$ cat src/rtl/lfo_pkg.sv
package lfo_pkg;

   localparam int unsigned RATE_W     = 3;
   localparam int unsigned NUM_RATES  = 1 << RATE_W;
   localparam int unsigned TERM_W     = 7;

   // Terminal tick counts per rate code; reload happens at count >= value.
   function automatic logic [TERM_W-1:0] rate_terminal(input logic [RATE_W-1:0] code);
      logic [TERM_W-1:0] t;
      case (code)
         3'd0:    t = 7'd108;
         3'd1:    t = 7'd77;
         3'd2:    t = 7'd71;
         3'd3:    t = 7'd67;
         3'd4:    t = 7'd62;
         3'd5:    t = 7'd44;
         3'd6:    t = 7'd8;
         default: t = 7'd5;
      endcase
      return t;
   endfunction

endpackage

$ cat src/rtl/lfo_prescaler.sv
module lfo_prescaler #(
   parameter int unsigned PRE_W = 7
) (
   input  logic                      clk,
   input  logic                      rst_n,
   input  logic                      run,
   input  logic                      freeze,
   input  logic                      tick,
   input  logic [lfo_pkg::RATE_W-1:0] rate,
   output logic                      adv
);

   localparam logic [PRE_W-1:0] ONE = PRE_W'(1);

   generate
      if (PRE_W < lfo_pkg::TERM_W) begin : g_bad_width
         $error("lfo_prescaler: PRE_W must hold the largest terminal count");
      end
   endgenerate

   logic [PRE_W-1:0] cnt_q;
   logic [PRE_W-1:0] term_w;
   logic             live_tick;
   logic             at_term;

   assign term_w    = PRE_W'(lfo_pkg::rate_terminal(rate));
   assign live_tick = run & tick & ~freeze;
   assign at_term   = (cnt_q >= term_w);
   assign adv       = live_tick & at_term;

   always_ff @(posedge clk) begin
      if (!rst_n || !run) begin
         cnt_q <= '0;
      end else if (live_tick) begin
         if (at_term) cnt_q <= '0;
         else         cnt_q <= cnt_q + ONE;
      end
   end

   // run low clears the prescaler
   a_r5_pre_cleared: assert property (@(posedge clk) disable iff (!rst_n)
      !run |=> (cnt_q == '0));

   // freeze keeps the prescaler value
   a_r6_freeze_holds: assert property (@(posedge clk) disable iff (!rst_n)
      (run && freeze) |=> $stable(cnt_q));

   // no tick, no motion
   a_r3_idle_no_tick: assert property (@(posedge clk) disable iff (!rst_n)
      (run && !tick) |=> $stable(cnt_q));

   // a reload never leaves the count above zero
   a_r9_reload_zero: assert property (@(posedge clk) disable iff (!rst_n)
      adv |=> (cnt_q == '0));

endmodule

$ cat src/rtl/lfo_step_ctr.sv
module lfo_step_ctr #(
   parameter int unsigned STEP_W = 7
) (
   input  logic              clk,
   input  logic              rst_n,
   input  logic              run,
   input  logic              adv,
   output logic [STEP_W-1:0] step_q,
   output logic [STEP_W-1:0] step_d
);

   localparam logic [STEP_W-1:0] ONE = STEP_W'(1);

   generate
      if (STEP_W < 2) begin : g_bad_width
         $error("lfo_step_ctr: STEP_W must be at least 2");
      end
   endgenerate

   always_comb begin
      if (!rst_n || !run) step_d = '0;
      else if (adv)       step_d = step_q + ONE;
      else                step_d = step_q;
   end

   always_ff @(posedge clk) begin
      step_q <= step_d;
   end

   // run low holds the step at zero
   a_r5_step_cleared: assert property (@(posedge clk) disable iff (!rst_n)
      !run |=> (step_q == '0));

   // an advance adds exactly one, modulo the width
   a_r4_step_inc: assert property (@(posedge clk) disable iff (!rst_n)
      (run && adv) |=> (step_q == STEP_W'($past(step_q) + ONE)));

   // without an advance the step is steady
   a_r2_step_quiet: assert property (@(posedge clk) disable iff (!rst_n)
      (run && !adv) |=> $stable(step_q));

endmodule

$ cat src/rtl/lfo_shaper.sv
module lfo_shaper #(
   parameter int unsigned STEP_W = 7,
   parameter int unsigned PM_W   = 5
) (
   input  logic              clk,
   input  logic              rst_n,
   input  logic [STEP_W-1:0] step_d,
   output logic [STEP_W-1:0] am_q,
   output logic [PM_W-1:0]   pm_q
);

   localparam int unsigned MSB = STEP_W - 1;

   generate
      if (PM_W > STEP_W) begin : g_bad_pm
         $error("lfo_shaper: PM_W cannot exceed STEP_W");
      end
   endgenerate

   logic [STEP_W-1:0] am_d;
   logic [PM_W-1:0]   pm_d;
   logic              fold;

   assign fold    = ~step_d[MSB];
   assign am_d[0] = fold;

   generate
      for (genvar i = 1; i < STEP_W; i++) begin : g_fold
         assign am_d[i] = step_d[i-1] ^ fold;
      end
   endgenerate

   assign pm_d = step_d[MSB -: PM_W];

   always_ff @(posedge clk) begin
      if (!rst_n) begin
         am_q <= '1;
         pm_q <= '0;
      end else begin
         am_q <= am_d;
         pm_q <= pm_d;
      end
   end

endmodule

$ cat src/rtl/lfo_gen.sv
module lfo_gen #(
   parameter int unsigned PRE_W  = 7,
   parameter int unsigned STEP_W = 7,
   parameter int unsigned PM_W   = 5
) (
   input  logic                      clk,
   input  logic                      rst_n,
   input  logic                      tick,
   input  logic                      run,
   input  logic                      freeze,
   input  logic [lfo_pkg::RATE_W-1:0] rate,
   output logic [STEP_W-1:0]         am_level,
   output logic [PM_W-1:0]           pm_step
);

   logic              adv;
   logic [STEP_W-1:0] step_q;
   logic [STEP_W-1:0] step_d;

   lfo_prescaler #(.PRE_W(PRE_W)) u_pre (
      .clk    (clk),
      .rst_n  (rst_n),
      .run    (run),
      .freeze (freeze),
      .tick   (tick),
      .rate   (rate),
      .adv    (adv)
   );

   lfo_step_ctr #(.STEP_W(STEP_W)) u_step (
      .clk    (clk),
      .rst_n  (rst_n),
      .run    (run),
      .adv    (adv),
      .step_q (step_q),
      .step_d (step_d)
   );

   lfo_shaper #(.STEP_W(STEP_W), .PM_W(PM_W)) u_shape (
      .clk    (clk),
      .rst_n  (rst_n),
      .step_d (step_d),
      .am_q   (am_level),
      .pm_q   (pm_step)
   );

   // outputs move only on an advance or a clear
   a_r10_out_steady: assert property (@(posedge clk) disable iff (!rst_n)
      (run && !adv) |=> ($stable(am_level) && $stable(pm_step)));

   // phase step follows the counter's upper bits
   a_r8_pm_tracks: assert property (@(posedge clk) disable iff (!rst_n)
      1'b1 |=> (pm_step == step_q[STEP_W-1 -: PM_W]));

endmodule

$ cat config.mk
export PLATFORM = sky130hd
export DESIGN_NAME = lfo_gen
export DESIGN_NICKNAME = d
export VERILOG_FILES = /design/src/rtl/lfo_pkg.sv /design/src/rtl/lfo_prescaler.sv /design/src/rtl/lfo_step_ctr.sv /design/src/rtl/lfo_shaper.sv /design/src/rtl/lfo_gen.sv
export SDC_FILE = /design/constraint.sdc
export NUM_CORES = 1
export LEC_CHECK = 0
export ABC_AREA = 1
export BUFFER_PORTS_ARGS = -buffer_cell sky130_fd_sc_hd__buf_2
export CORE_MARGIN = 2
export CORE_UTILIZATION = 51
export CTS_CLUSTER_DIAMETER = 200
export DETAILED_ROUTE_END_ITERATION = 16
export PLACE_DENSITY = 0.86
export SLEW_MARGIN = 20
export SYNTH_ARGS = -nofsm -noshare
export SYNTH_HDL_FRONTEND = slang
export SYNTH_SLANG_ARGS = --single-unit
$ cat constraint.sdc
create_clock -name clk -period 2.1 [get_ports clk]
set_input_delay 0.63 -clock clk [delete_from_list [all_inputs] [get_ports clk]]
set_output_delay 0.63 -clock clk [all_outputs]
set_load 0.05 [all_outputs]
==> summary by stage <==
Synth
The cell count after synthesis came out at 198. The per-instance average area after synthesis is 7.46 um2. The share of synthesized area in the top cell type comes to 0.353.

The adder and majority gate portion of the synthesized area is 0.0763. The area of the mapped netlist is 1480 um2. The count of flip-flops with a built-in enable after synthesis is 0. Counting flops and latches in the post-synthesis netlist gives 26. The xor-xnor portion of the synthesized cell area is 0.0237. The Yosys step of the flow raised 0 warnings. The share of the Yosys chip area taken by registers is 0.353.

The total nets after synthesis is 215. The dominant combinational cell family by area after synthesis is simple AND/OR/NAND/NOR gates. The cell with the most instances after synthesis is sky130_fd_sc_hd__nand2_1. The largest total area in the synthesized netlist belongs to sky130_fd_sc_hd__dfxtp_1.

The post-synthesis mux area share is 0. The most used flip-flop cell after synthesis is sky130_fd_sc_hd__dfxtp_1. The commonest cells after synthesis are sky130_fd_sc_hd__nand2_1, sky130_fd_sc_hd__inv_1, sky130_fd_sc_hd__dfxtp_1. The share of synthesized registers carrying an async set or reset is 0. Of the total synthesized cell area, the portion taken by AND, OR, NAND and NOR gates is 0.416.

By area the synthesized netlist is led by sky130_fd_sc_hd__dfxtp_1, sky130_fd_sc_hd__nand2_1, sky130_fd_sc_hd__ha_1. The compound-gate portion of the synthesized area is 0.0288. The synthesized netlist contains 26 unique library cells.

Detailed routing
After the first detailed-routing iteration, the DRC count stood at 26. The count of nets left with antenna violations after detail routing is 0. In the routed layout, each cell is associated on average with a via count of 4.95. The first detailed-routing pass took 4 iterations. The routed layout has 1,271 vias. In the final routed layout, each cell accounts on average for 11.5 um. The total wire length after detailed routing is 2950 um. In the routed design, unresolved DRC markers number 0.

Cells and area
The final cell count without fillers is 257. The filler cell count is 217. Summing all multi-input logic gate instances after layout gives 871 um2. The number of antenna diodes in the final layout is 0. From synthesis to final layout, the design area changed by 22.1%. The proportion of layout cells with a drive suffix above 1 is 0.332. The sequential cells in the finished layout cover a total of 520 um2. After the last flow step, the layout net total stands at 244.

Worst setup path
The highest cell delay on the worst timing path is 0.29 ns. Among cell families on the critical path, the largest total delay comes from simple AND/OR/NAND/NOR gates. The kind of end point of the critical path is a flip-flop.

The category of the worst setup path launch point is a primary input. The critical path goes through buf_6, nor2_4, inv_2, nor2_4, inv_1, ha_1, nand2_1, nor2_1, nand2_1, nand2_2, buf_6, nand2_4, nand2_4, nand2_4, nor2_4, nand2_1, nand2_1. The number of cells on the critical path is 17.

Along the worst path, the maximum fanout reaches 7. The largest individual stage delay along the critical path comes from the cell sky130_fd_sc_hd__ha_1. The sum of buffers and inverters on the critical path is 4. The data required time of the worst path is 2.39 ns. Measured in cells, the most critical reg-to-reg path has a length of 15. The class of the most critical setup path is in -> reg. The arrival time at the worst endpoint is 2.29 ns. Among the stages of the critical path, the cell type that occurs most often is sky130_fd_sc_hd__nand2_1.

GRT
The first global-routing pass estimated 4950 um of wire. Across every metal layer, demand over resource in global routing totals 0.190. The global-route congestion overflow total is 0. The initial antenna violation count is 0. The maximum number of pins on one net before global-route repair is 16.

The via count of the first global-routing pass came to 1,197.

Clock network
TritonCTS built the clock tree. The maximum buffer depth of the clock tree is 2. The hold-fix buffer count after cts is 0. Counting the buffers created by CTS gives 3. Clock latency on the worst-skew pair, taken at its later pin, is 0.33 ns. After clock tree synthesis, the clock-pin slew on the worst setup and hold paths is 0.15 ns.

The clock net in this run drives a total of 26 sinks. The maximum level of the CTS H-tree is 1. The root buffer cell chosen for the clock tree is sky130_fd_sc_hd__clkbuf_4.

Placement
The cell count after placement is 252. The number of port buffers is 19. The HPWL after detailed placement is 2050 um. The final estimated routing congestion in global placement is 0.843.

Pwr
In this run the power density over the cells is 510 nW/um2. The analysis attributes to cell leakage a power of 0.992 nW. Across the VDD grid, the largest voltage drop is 0.390 mV.

Timing
The minimum period implied by the final worst setup slack is 2.01 ns. The number of hold-slack violations in the final timing report came to 0. Headroom to the max-slew limit came out at 0.770.

The count of endpoints failing setup in the final report is 0. The number of slew-limit violations in the final report is 0. The slew at the pin closest to its max-slew limit is 0.344 ns. Setup repair after global routing left no endpoint under its margin. The largest clock skew in the final design is 0.0102 ns.

Timing would allow up to 0.499 GHz. Of the available clock period, the critical path in the final layout requires 0.955. On the final layout, the worst hold slack is 0.549 ns.

Floorplan
From bottom edge to top edge, the die measures 57.8 um. Row generation in the floorplan step produced 19 rows. The floorplan step defined a core boundary enclosing 2760 um2. For this configuration, the core starts out at a cell density of 0.535. The number of top-level pins is 20.

The area of the die is 3340 um2. In this run the horizontal extent of the chip is 57.8 um.

Outcome
The flow ran to the end, and the final reports show no timing, DRC or antenna violations.

Hold path
The classification of the worst-slack hold path is in -> reg. Along the worst hold path, the cell count comes to 3.

Flow run
The number of maximum-capacitance violations is 0.
-- through the flow --
| step | power (mW) | setup WS (ns) | utilization | area [um2] | setup TNS (ns) |
|---|---|---|---|---|---|
| detailed placement | 0.572 | -0.395 | 0.608 | 1680 | -6.91 |
| global route | 0.954 | 0.00161 | 0.654 | 1800 | 0 |
| finish | 0.919 | 0.0949 | 0.654 | 1800 | 0 |
| global placement | 0.570 | -0.314 | 0.608 | 1680 | -5.57 |
| floorplan | 0.549 | -0.0240 | - | 1510 | -0.0936 |
| CTS | 0.914 | 0.0159 | 0.630 | 1740 | 0 |
-- cell type report --
class                           instances  share of cell area
Multi-Input combinational cell        136               0.483
Inverter                               32              0.0736
Timing Repair Buffer                   28               0.104
Clock buffer                            3              0.0125
Tap cell                               31              0.0215
Sequential cell                        26               0.289
Clock inverter                          1              0.0167
-- cells by family after synthesis --
family                     after synthesis
AOI/OAI and AO/OA                        7
xor gates and xnor gates                 4
adders and majority gates                9
buffers and inverters                   36
DFF                                     26
and+or+nand+nor                        116
-- worst min-delay path: cells and delay by family --
kind          cells  cell delay, ns
buf+inv           1            0.09
simple gates      2            0.12
-- state kept, by name, summed over array words and instances (netlist names) --
signal,count
u_pre.cnt_q,7
u_shape.pm_q,5
u_step.step_q,7
u_shape.am_q,7
-- where the power goes --
| part | switching [mW] | total (mW) | internal (mW) |
|---|---|---|---|
| Combinational | 0.0449 | 0.0767 | 0.0318 |
| Clock | 0.154 | 0.347 | 0.193 |
| Sequential | 0.00122 | 0.496 | 0.494 |
| Total | 0.200 | 0.919 | 0.719 |
-- cells in the final DEF (no fill, tap or decap), drive strengths merged --
master,synthesis,final
nor3,3,3
nand4,4,4
buf,3,28
nor2,21,21
nand2,68,68
dfxtp,26,26
nor3b,2,2
ha,9,9
clkbuf,1,3
nand3b,2,2
bufinv,0,1
xor2,4,4
nand3,16,16
a21oi,7,7
inv,32,32
-- path summary, 6_finish.rpt --
check                      start  slack [ns]               end
setup / recovery         rate[0]        0.09   u_shape.am_q[5]
setup reg to reg  u_pre.cnt_q[0]        0.30   u_shape.am_q[5]
hold reg to reg   u_pre.cnt_q[0]        0.56    u_pre.cnt_q[0]
hold / removal             rst_n        0.55  u_step.step_q[0]
-- layer usage --
metal  up-vias  track usage  part of all wire
met1       574        0.239              0.46
met4         0       0.0897             0.016
met2        22        0.312              0.49
li1        670            -                 -
met3         5       0.0379             0.038
met5         -            0                 0
-- what timing repair did --
action,4_1_cts,5_1_grt
resized for setup,2,16
endpoints found under the setup margin,3,22
pin swaps,0,10
setup buffers,0,1
Note: power is estimated with default switching activity, not from simulation.
